$ cat src/rtl/tod_pkg.sv
package tod_pkg;
  typedef enum logic [2:0] {
    A_SEC_LO   = 3'd0,
    A_SEC_HI   = 3'd1,
    A_NSEC     = 3'd2,
    A_INC_NS   = 3'd3,
    A_INC_FRAC = 3'd4,
    A_ADJ      = 3'd5
  } tod_addr_e;

  localparam int unsigned NS_PER_SEC = 1000000000;
endpackage

$ cat src/rtl/tod_step.sv
// Step generator: active increment, staged fraction, fraction accumulator.
module tod_step #(
  parameter int INC_NS_W = 8,
  parameter int FRAC_W   = 24,
  localparam int STEP_W  = INC_NS_W + 1
) (
  input  logic                clk,
  input  logic                rst_n,
  input  logic                frac_wr,
  input  logic [FRAC_W-1:0]   frac_wdata,
  input  logic                whole_wr,
  input  logic [INC_NS_W-1:0] whole_wdata,
  output logic [STEP_W-1:0]   step,
  output logic [INC_NS_W-1:0] inc_ns_q,
  output logic [FRAC_W-1:0]   inc_frac_q
);
  logic [FRAC_W-1:0] frac_stage_q;
  logic [FRAC_W-1:0] frac_acc_q;
  logic [FRAC_W:0]   frac_sum;

  always_comb begin
    frac_sum = {1'b0, frac_acc_q} + {1'b0, inc_frac_q};
    step     = {1'b0, inc_ns_q} + STEP_W'(frac_sum[FRAC_W]);
  end

  always_ff @(posedge clk) begin
    if (!rst_n) begin
      frac_stage_q <= '0;
      frac_acc_q   <= '0;
      inc_ns_q     <= '0;
      inc_frac_q   <= '0;
    end else begin
      frac_acc_q <= frac_sum[FRAC_W-1:0];
      if (frac_wr) frac_stage_q <= frac_wdata;
      if (whole_wr) begin
        inc_ns_q   <= whole_wdata;
        inc_frac_q <= frac_stage;
      end
    end
  end

  // staged value seen by a same-cycle whole write is the stored stage
  logic [FRAC_W-1:0] frac_stage;
  assign frac_stage = frac_stage_q;

  // a lone fraction write never disturbs the active fraction
  p_frac_staged_r6: assert property (@(posedge clk) disable iff (!rst_n)
    (frac_wr && !whole_wr) |=> $stable(inc_frac_q));
endmodule

$ cat src/rtl/tod_time.sv
// Seconds / nanoseconds datapath with rollover, offset and loads.
module tod_time import tod_pkg::*; #(
  parameter int SEC_W  = 48,
  parameter int NS_W   = 30,
  parameter int STEP_W = 9
) (
  input  logic              clk,
  input  logic              rst_n,
  input  logic [STEP_W-1:0] step,
  input  logic              sec_ld,
  input  logic [SEC_W-1:0]  sec_ld_val,
  input  logic              ns_ld,
  input  logic [NS_W-1:0]   ns_ld_val,
  input  logic              adj_en,
  input  logic              adj_sub,
  input  logic [NS_W-1:0]   adj_mag,
  output logic [SEC_W-1:0]  sec_q,
  output logic [NS_W-1:0]   ns_q
);
  localparam int ACC_W = NS_W + 2;
  localparam logic [ACC_W-1:0] NSPS = ACC_W'(NS_PER_SEC);
  localparam logic signed [ACC_W:0] NSPS_S = $signed({1'b0, NSPS});

  logic [ACC_W-1:0]      sum1, s1;
  logic                  wrap1, wrap2, borrow;
  logic signed [ACC_W:0] t, tfix;
  logic [NS_W-1:0]       ns_next;
  logic [SEC_W-1:0]      sec_next;

  always_comb begin
    sum1  = ACC_W'(ns_q) + ACC_W'(step);
    wrap1 = (sum1 >= NSPS);
    s1    = wrap1 ? (sum1 - NSPS) : sum1;
    if (!adj_en)      t = $signed({1'b0, s1});
    else if (adj_sub) t = $signed({1'b0, s1}) - $signed({1'b0, ACC_W'(adj_mag)});
    else              t = $signed({1'b0, s1}) + $signed({1'b0, ACC_W'(adj_mag)});
    borrow = (t < 0);
    wrap2  = (t >= NSPS_S);
    if (borrow)     tfix = t + NSPS_S;
    else if (wrap2) tfix = t - NSPS_S;
    else            tfix = t;
    ns_next  = tfix[NS_W-1:0];
    sec_next = sec_q + SEC_W'(wrap1) + SEC_W'(wrap2) - SEC_W'(borrow);
  end

  always_ff @(posedge clk) begin
    if (!rst_n) begin
      sec_q <= '0;
      ns_q  <= '0;
    end else begin
      ns_q <= ns_ld ? ns_ld_val : ns_next;
      if (sec_ld)      sec_q <= sec_ld_val;
      else if (!ns_ld) sec_q <= sec_next;
    end
  end

  // free-running nanoseconds stay inside one second
  p_ns_range_r3: assert property (@(posedge clk) disable iff (!rst_n)
    (!ns_ld && ns_q < NS_W'(NS_PER_SEC)) |=> (ns_q < NS_W'(NS_PER_SEC)));
  // without loads or offsets seconds move by at most one
  p_sec_carry_r3: assert property (@(posedge clk) disable iff (!rst_n)
    (!sec_ld && !ns_ld && !adj_en) |=>
      (sec_q == $past(sec_q)) || (sec_q == $past(sec_q) + SEC_W'(1)));
  // zero step and no writes freezes the time
  p_hold_r8: assert property (@(posedge clk) disable iff (!rst_n)
    (step == '0 && !adj_en && !ns_ld && !sec_ld) |=> ($stable(ns_q) && $stable(sec_q)));
endmodule

$ cat src/rtl/tod_counter.sv
module tod_counter import tod_pkg::*; #(
  parameter int SEC_W    = 48,
  parameter int NS_W     = 30,
  parameter int INC_NS_W = 8,
  parameter int DATA_W   = 32
) (
  input  logic              clk,
  input  logic              rst_n,
  input  logic              wr_en,
  input  logic              rd_en,
  input  logic [2:0]        addr,
  input  logic [DATA_W-1:0] wdata,
  output logic [DATA_W-1:0] rdata
);
  localparam int HI_W   = SEC_W - DATA_W;
  localparam int FRAC_W = 24;
  localparam int STEP_W = INC_NS_W + 1;

  logic wr_lo, wr_hi, wr_ns, wr_whole, wr_frac, wr_adj, rd_lo;
  logic [HI_W-1:0]     hi_stage_q, shadow_q;
  logic [STEP_W-1:0]   step;
  logic [INC_NS_W-1:0] inc_ns_q;
  logic [FRAC_W-1:0]   inc_frac_q, frac_in;
  logic [SEC_W-1:0]    sec_q;
  logic [NS_W-1:0]     ns_q;

  always_comb begin
    wr_lo    = wr_en && addr == A_SEC_LO;
    wr_hi    = wr_en && addr == A_SEC_HI;
    wr_ns    = wr_en && addr == A_NSEC;
    wr_whole = wr_en && addr == A_INC_NS;
    wr_frac  = wr_en && addr == A_INC_FRAC;
    wr_adj   = wr_en && addr == A_ADJ;
    rd_lo    = rd_en && addr == A_SEC_LO;
    frac_in  = {wdata[15:0], wdata[31:24]};
  end

  tod_step #(.INC_NS_W(INC_NS_W), .FRAC_W(FRAC_W)) u_step (
    .clk(clk), .rst_n(rst_n),
    .frac_wr(wr_frac), .frac_wdata(frac_in),
    .whole_wr(wr_whole), .whole_wdata(wdata[INC_NS_W-1:0]),
    .step(step), .inc_ns_q(inc_ns_q), .inc_frac_q(inc_frac_q)
  );

  tod_time #(.SEC_W(SEC_W), .NS_W(NS_W), .STEP_W(STEP_W)) u_time (
    .clk(clk), .rst_n(rst_n), .step(step),
    .sec_ld(wr_lo), .sec_ld_val({hi_stage_q, wdata}),
    .ns_ld(wr_ns), .ns_ld_val(wdata[NS_W-1:0]),
    .adj_en(wr_adj), .adj_sub(wdata[DATA_W-1]), .adj_mag(wdata[NS_W-1:0]),
    .sec_q(sec_q), .ns_q(ns_q)
  );

  always_ff @(posedge clk) begin
    if (!rst_n) begin
      hi_stage_q <= '0;
      shadow_q   <= '0;
      rdata      <= '0;
    end else begin
      if (wr_hi) hi_stage_q <= wdata[HI_W-1:0];
      if (rd_lo) shadow_q <= sec_q[SEC_W-1:DATA_W];
      if (rd_en) begin
        case (addr)
          A_SEC_LO:   rdata <= sec_q[DATA_W-1:0];
          A_SEC_HI:   rdata <= DATA_W'(shadow_q);
          A_NSEC:     rdata <= DATA_W'(ns_q);
          A_INC_NS:   rdata <= DATA_W'(inc_ns_q);
          A_INC_FRAC: rdata <= {inc_frac_q[7:0], 8'h00, inc_frac_q[23:8]};
          default:    rdata <= '0;
        endcase
      end
    end
  end

  // shadow only moves on a low-seconds read
  p_shadow_r9: assert property (@(posedge clk) disable iff (!rst_n)
    !rd_lo |=> $stable(shadow_q));
  // a high-seconds write alone never loads the seconds count
  p_hi_staged_r4: assert property (@(posedge clk) disable iff (!rst_n)
    (wr_hi && step == '0) |=> $stable(sec_q));
endmodule

$ cat config.mk
export PLATFORM = sky130hd
export DESIGN_NAME = tod_counter
export DESIGN_NICKNAME = d
export VERILOG_FILES = /design/src/rtl/tod_pkg.sv /design/src/rtl/tod_step.sv /design/src/rtl/tod_time.sv /design/src/rtl/tod_counter.sv
export SDC_FILE = /design/constraint.sdc
export NUM_CORES = 1
export LEC_CHECK = 0
export ABC_AREA = 0
export CAP_MARGIN = 20
export CORE_MARGIN = 2
export CORE_UTILIZATION = 65
export CTS_BUF_LIST = sky130_fd_sc_hd__clkbuf_4
export DETAILED_ROUTE_END_ITERATION = 8
export GPL_TIMING_DRIVEN = 0
export PLACE_DENSITY = 0.91
export SLEW_MARGIN = 10
export SYNTH_ARGS = -nofsm -noshare
export SYNTH_HDL_FRONTEND = slang
export SYNTH_SLANG_ARGS = --single-unit
$ cat constraint.sdc
create_clock -name clk -period 44.8 [get_ports clk]
set_input_delay 8.96 -clock clk [delete_from_list [all_inputs] [get_ports clk]]
set_output_delay 8.96 -clock clk [all_outputs]
set_load 0.01 [all_outputs]
==> impl_metrics.env <==
export IMPL_design_die_area_sq_mm=0.02879
export IMPL_drv_cap=0
export IMPL_grt_total_usage=0.4471
export IMPL_ys_flop_type="dfxtp_1"
export IMPL_worstPathRequired_ns=45.38
export IMPL_syn_num_nets=2572
export IMPL_cts_hold_fix_buffers=0
export IMPL_leakagePower_nw=7.902
export IMPL_status="finished, final reports clean"
export IMPL_fin_area_sq_mm=0.01952
export IMPL_cts_setup_buffers=0
export IMPL_num_io_pins=71
export IMPL_drt_wl_total_microns=65340
export IMPL_slowest_delay_ns=0.80
export IMPL_synth_edf_count=0
export IMPL_synth_common_cells="nand2_1 (317), a21oi_1 (277), nor2_1 (227)"
export IMPL_worst_pin_slew_ns=1.035
export IMPL_synth_compound_area_frac=0.2516
export IMPL_clock_path_buffers=3
export IMPL_tritoncts_num_buffers=55
export IMPL_dp_hpwl_microns=50650
export IMPL_num_vias=19340
export IMPL_cts_tree="yes"
export IMPL_hold_violations=0
export IMPL_synth_top_family_by_area="compound AO/OA/AOI/OAI gates"
export IMPL_switching_share=0.4501
export IMPL_power_frac_comb=0.540
export IMPL_syn_inst=2413
export IMPL_drtPass1Iterations=8
export IMPL_start_kind="input port"
export IMPL_numPortBuffers=55
export IMPL_grt_pass1_wl_microns=99710
export IMPL_netlist_top_cells_area="dfxtp_1 (25%), ha_1 (8.0%), a21oi_1 (7.8%)"
export IMPL_htreeDepth=2
export IMPL_drc_errors=0
export IMPL_post_cts_resized=0
export IMPL_slew_headroom=0.3040
export IMPL_intPower_mw=0.5120
export IMPL_netlist_area_sq_mm=0.01784
export IMPL_cp_slowest_cell="clkbuf_1"
export IMPL_clockPowerShare=0.184
export IMPL_finalSetupTns_ns=0
export IMPL_die_h_microns=169.7
export IMPL_synth_simple_area_share=0.2223
export IMPL_grt_ovfl_total=0
export IMPL_yosys_area_share_xor_xnor=0.07937
export IMPL_synth_most_common_cell="nand2_1"
export IMPL_crit_top_cell="o21ai_0"
export IMPL_skew_ns=0.05115
export IMPL_cp_arrival_ns=20.91
export IMPL_hold_depth=2
export IMPL_hp_class="reg2reg"
export IMPL_ant_nets=0
export IMPL_whs_ns=0.4303
export IMPL_yosysTopAreaCell="dfxtp_1"
export IMPL_ys_types=103
export IMPL_min_to="u_step.inc_frac_q[12]"
export IMPL_cts_clk_slew_worst_paths_ns=0.07
export IMPL_synthArstFlopShare=0
export IMPL_area_growth_pct=9.375
export IMPL_switchingPower_mw=0.4191
export IMPL_rows=60
export IMPL_r2r_cells=73
export IMPL_finalCritPeriodShare=0.4537
export IMPL_die_x_microns=169.7
export IMPL_reg2reg_slack_ns=27.05
export IMPL_drtIter0Drc=2097
export IMPL_ys_ff_latch=222
export IMPL_worstSetupPathType="in2reg"
export IMPL_clkLatencyLatePin_ns=0.72
export IMPL_fmax_mhz=49.20
export IMPL_total_power_mw=0.9311
export IMPL_seqPwrFrac=0.276
export IMPL_ys_seq_area_frac=0.2491
export IMPL_avgSynthCellArea_sq_um=7.395
export IMPL_final_nets=2684
export IMPL_place_area_sq_mm=0.01882
export IMPL_report_final_slew_viol_count=0
export IMPL_drive_above_1_share=0.06430
export IMPL_clkSinkCount=222
export IMPL_start_util=0.6621
export IMPL_period_minus_slack_ns=20.33
export IMPL_rr_startpoint="u_step.inc_frac_q[0]"
export IMPL_setup_viol=0
export IMPL_cp_max_fo=11
export IMPL_rsz0062_at_grt="false"
export IMPL_post_drt_wl_per_cell_microns=22.45
export IMPL_synth_top_area_frac=0.2491
export IMPL_cp_end_kind="flip-flop"
export IMPL_core_sq_mm=0.02695
export IMPL_ir_drop_v=0.00003334
export IMPL_via_per_inst=6.642
export IMPL_synth_mux_area_frac=0.05287
export IMPL_ys_warn_count=0
export IMPL_grt_max_degree=16
export IMPL_synth_adder_area_share=0.08666
export IMPL_antenna_found_initial=2
export IMPL_root_buffer="clkbuf_4"
export IMPL_place_congestion=1.042
export IMPL_first_global_vias=18560
export IMPL_r2r_end="u_time.sec_q[47]"
export IMPL_p_per_area_mw_per_mm2=47.70
export IMPL_worstHoldStart="u_step.frac_stage[12]"
[sequential cells by signal, indices dropped and copies added (netlist names)]
signal             cells
rdata                 32
u_step.frac_acc_q     24
u_step.inc_frac_q     24
u_time.sec_q          48
u_time.ns_q           30
hi_stage_q            16
shadow_q              16
u_step.frac_stage     24
u_step.inc_ns_q        8
[area by class of cell]
type	count	area [sq um]
multi-input combinational	1924	12370
fill	2179	7433
sequential	222	4444
buffer	144	573.1
clock buffer	74	555.5
timing repair buffer	55	550.5
inverter	123	461.7
tap	341	426.7
clock inverter	24	130.1
antenna	4	10.01
[power groups by stage]
| stage | clock network [mW] | logic [mW] | registers, mW |
|---|---|---|---|
| 6_report | 0.171 | 0.503 | 0.257 |
| 5_1_grt | 0.181 | 0.551 | 0.258 |
| 4_1_cts | 0.169 | 0.487 | 0.254 |
| 3_5_place_dp | 0 | 0.483 | 0.259 |
| 3_3_place_gp | 0 | 0.467 | 0.258 |
| 2_1_floorplan | 0 | 0.379 | 0.244 |
[logic make-up after synthesis]
group | after synthesis
multiplexers | 93
adder cells (fa/ha/maj) | 120
AND/OR/NAND/NOR | 850
AO/OA/AOI/OAI | 700
XOR/XNOR | 160
other | 1
buffers and inverters | 267
flip-flops | 222
[metrics by stage]
stage | worst slack (ns) | utilization | instances
2_1_floorplan | 26.82 | - | 2413
3_3_place_gp | 24.25 | 0.6984 | 2809
3_5_place_dp | 24.16 | 0.6984 | 2809
4_1_cts | 24.79 | 0.7238 | 2907
5_1_grt | 23.73 | 0.7239 | 2908
6_report | 24.47 | 0.7242 | 2911
[layout by cell type, fill, tap and decap left out, types with 13 or more instances in the layout]
cell	n
a31oi_1	18
dfxtp_1	222
and2_1	24
nor3_1	51
a21boi_0	13
o211ai_1	19
clkbuf_1	115
o21bai_1	18
mux2i_1	83
clkbuf_4	74
nor4_1	14
nand2b_1	25
a211oi_1	46
nand2_1	317
a21oi_1	277
inv_1	119
xnor2_1	120
nand4_1	13
o21a_1	20
buf_1	17
nor2_1	227
xor2_1	38
or3_1	21
and3_1	32
a21o_1	42
or2_2	13
clkinv_1	19
nand3_1	52
o31ai_1	13
o21ai_0	109
clkdlybuf4s50_1	55
ha_1	114
nor2b_1	22
[worst max path at each step]
stage | start | end | cells after the start
after global placement | wdata[1] | u_time.sec_q[47] | 48
after CTS | wdata[1] | u_time.sec_q[47] | 48
after floorplan | wdata[31] | u_time.sec_q[47] | 46
after global routing | wdata[1] | u_time.sec_q[47] | 48
final | wdata[31] | u_time.sec_q[47] | 46
after detailed placement | wdata[1] | u_time.sec_q[47] | 48
[routing by layer]
metal / part of all wire / global-route usage / up-vias
met5: 0.00020 / 0 / -
met4: 0.087 / 0.3341 / 2
met3: 0.10 / 0.09118 / 404
met2: 0.45 / 0.7439 / 1265
met1: 0.36 / 0.5072 / 8887
li1: - / - / 8777
[worst max-delay path: cells and delay by family]
kind	cells	cell delay, ns
buffers and inverters	5	1.53
AO/OA/AOI/OAI	31	8.02
multiplexers	1	0.44
XOR/XNOR	1	0.26
adder cells (fa/ha/maj)	2	0.64
AND/OR/NAND/NOR	6	1.04
Note: power is estimated with default switching activity, not from simulation.
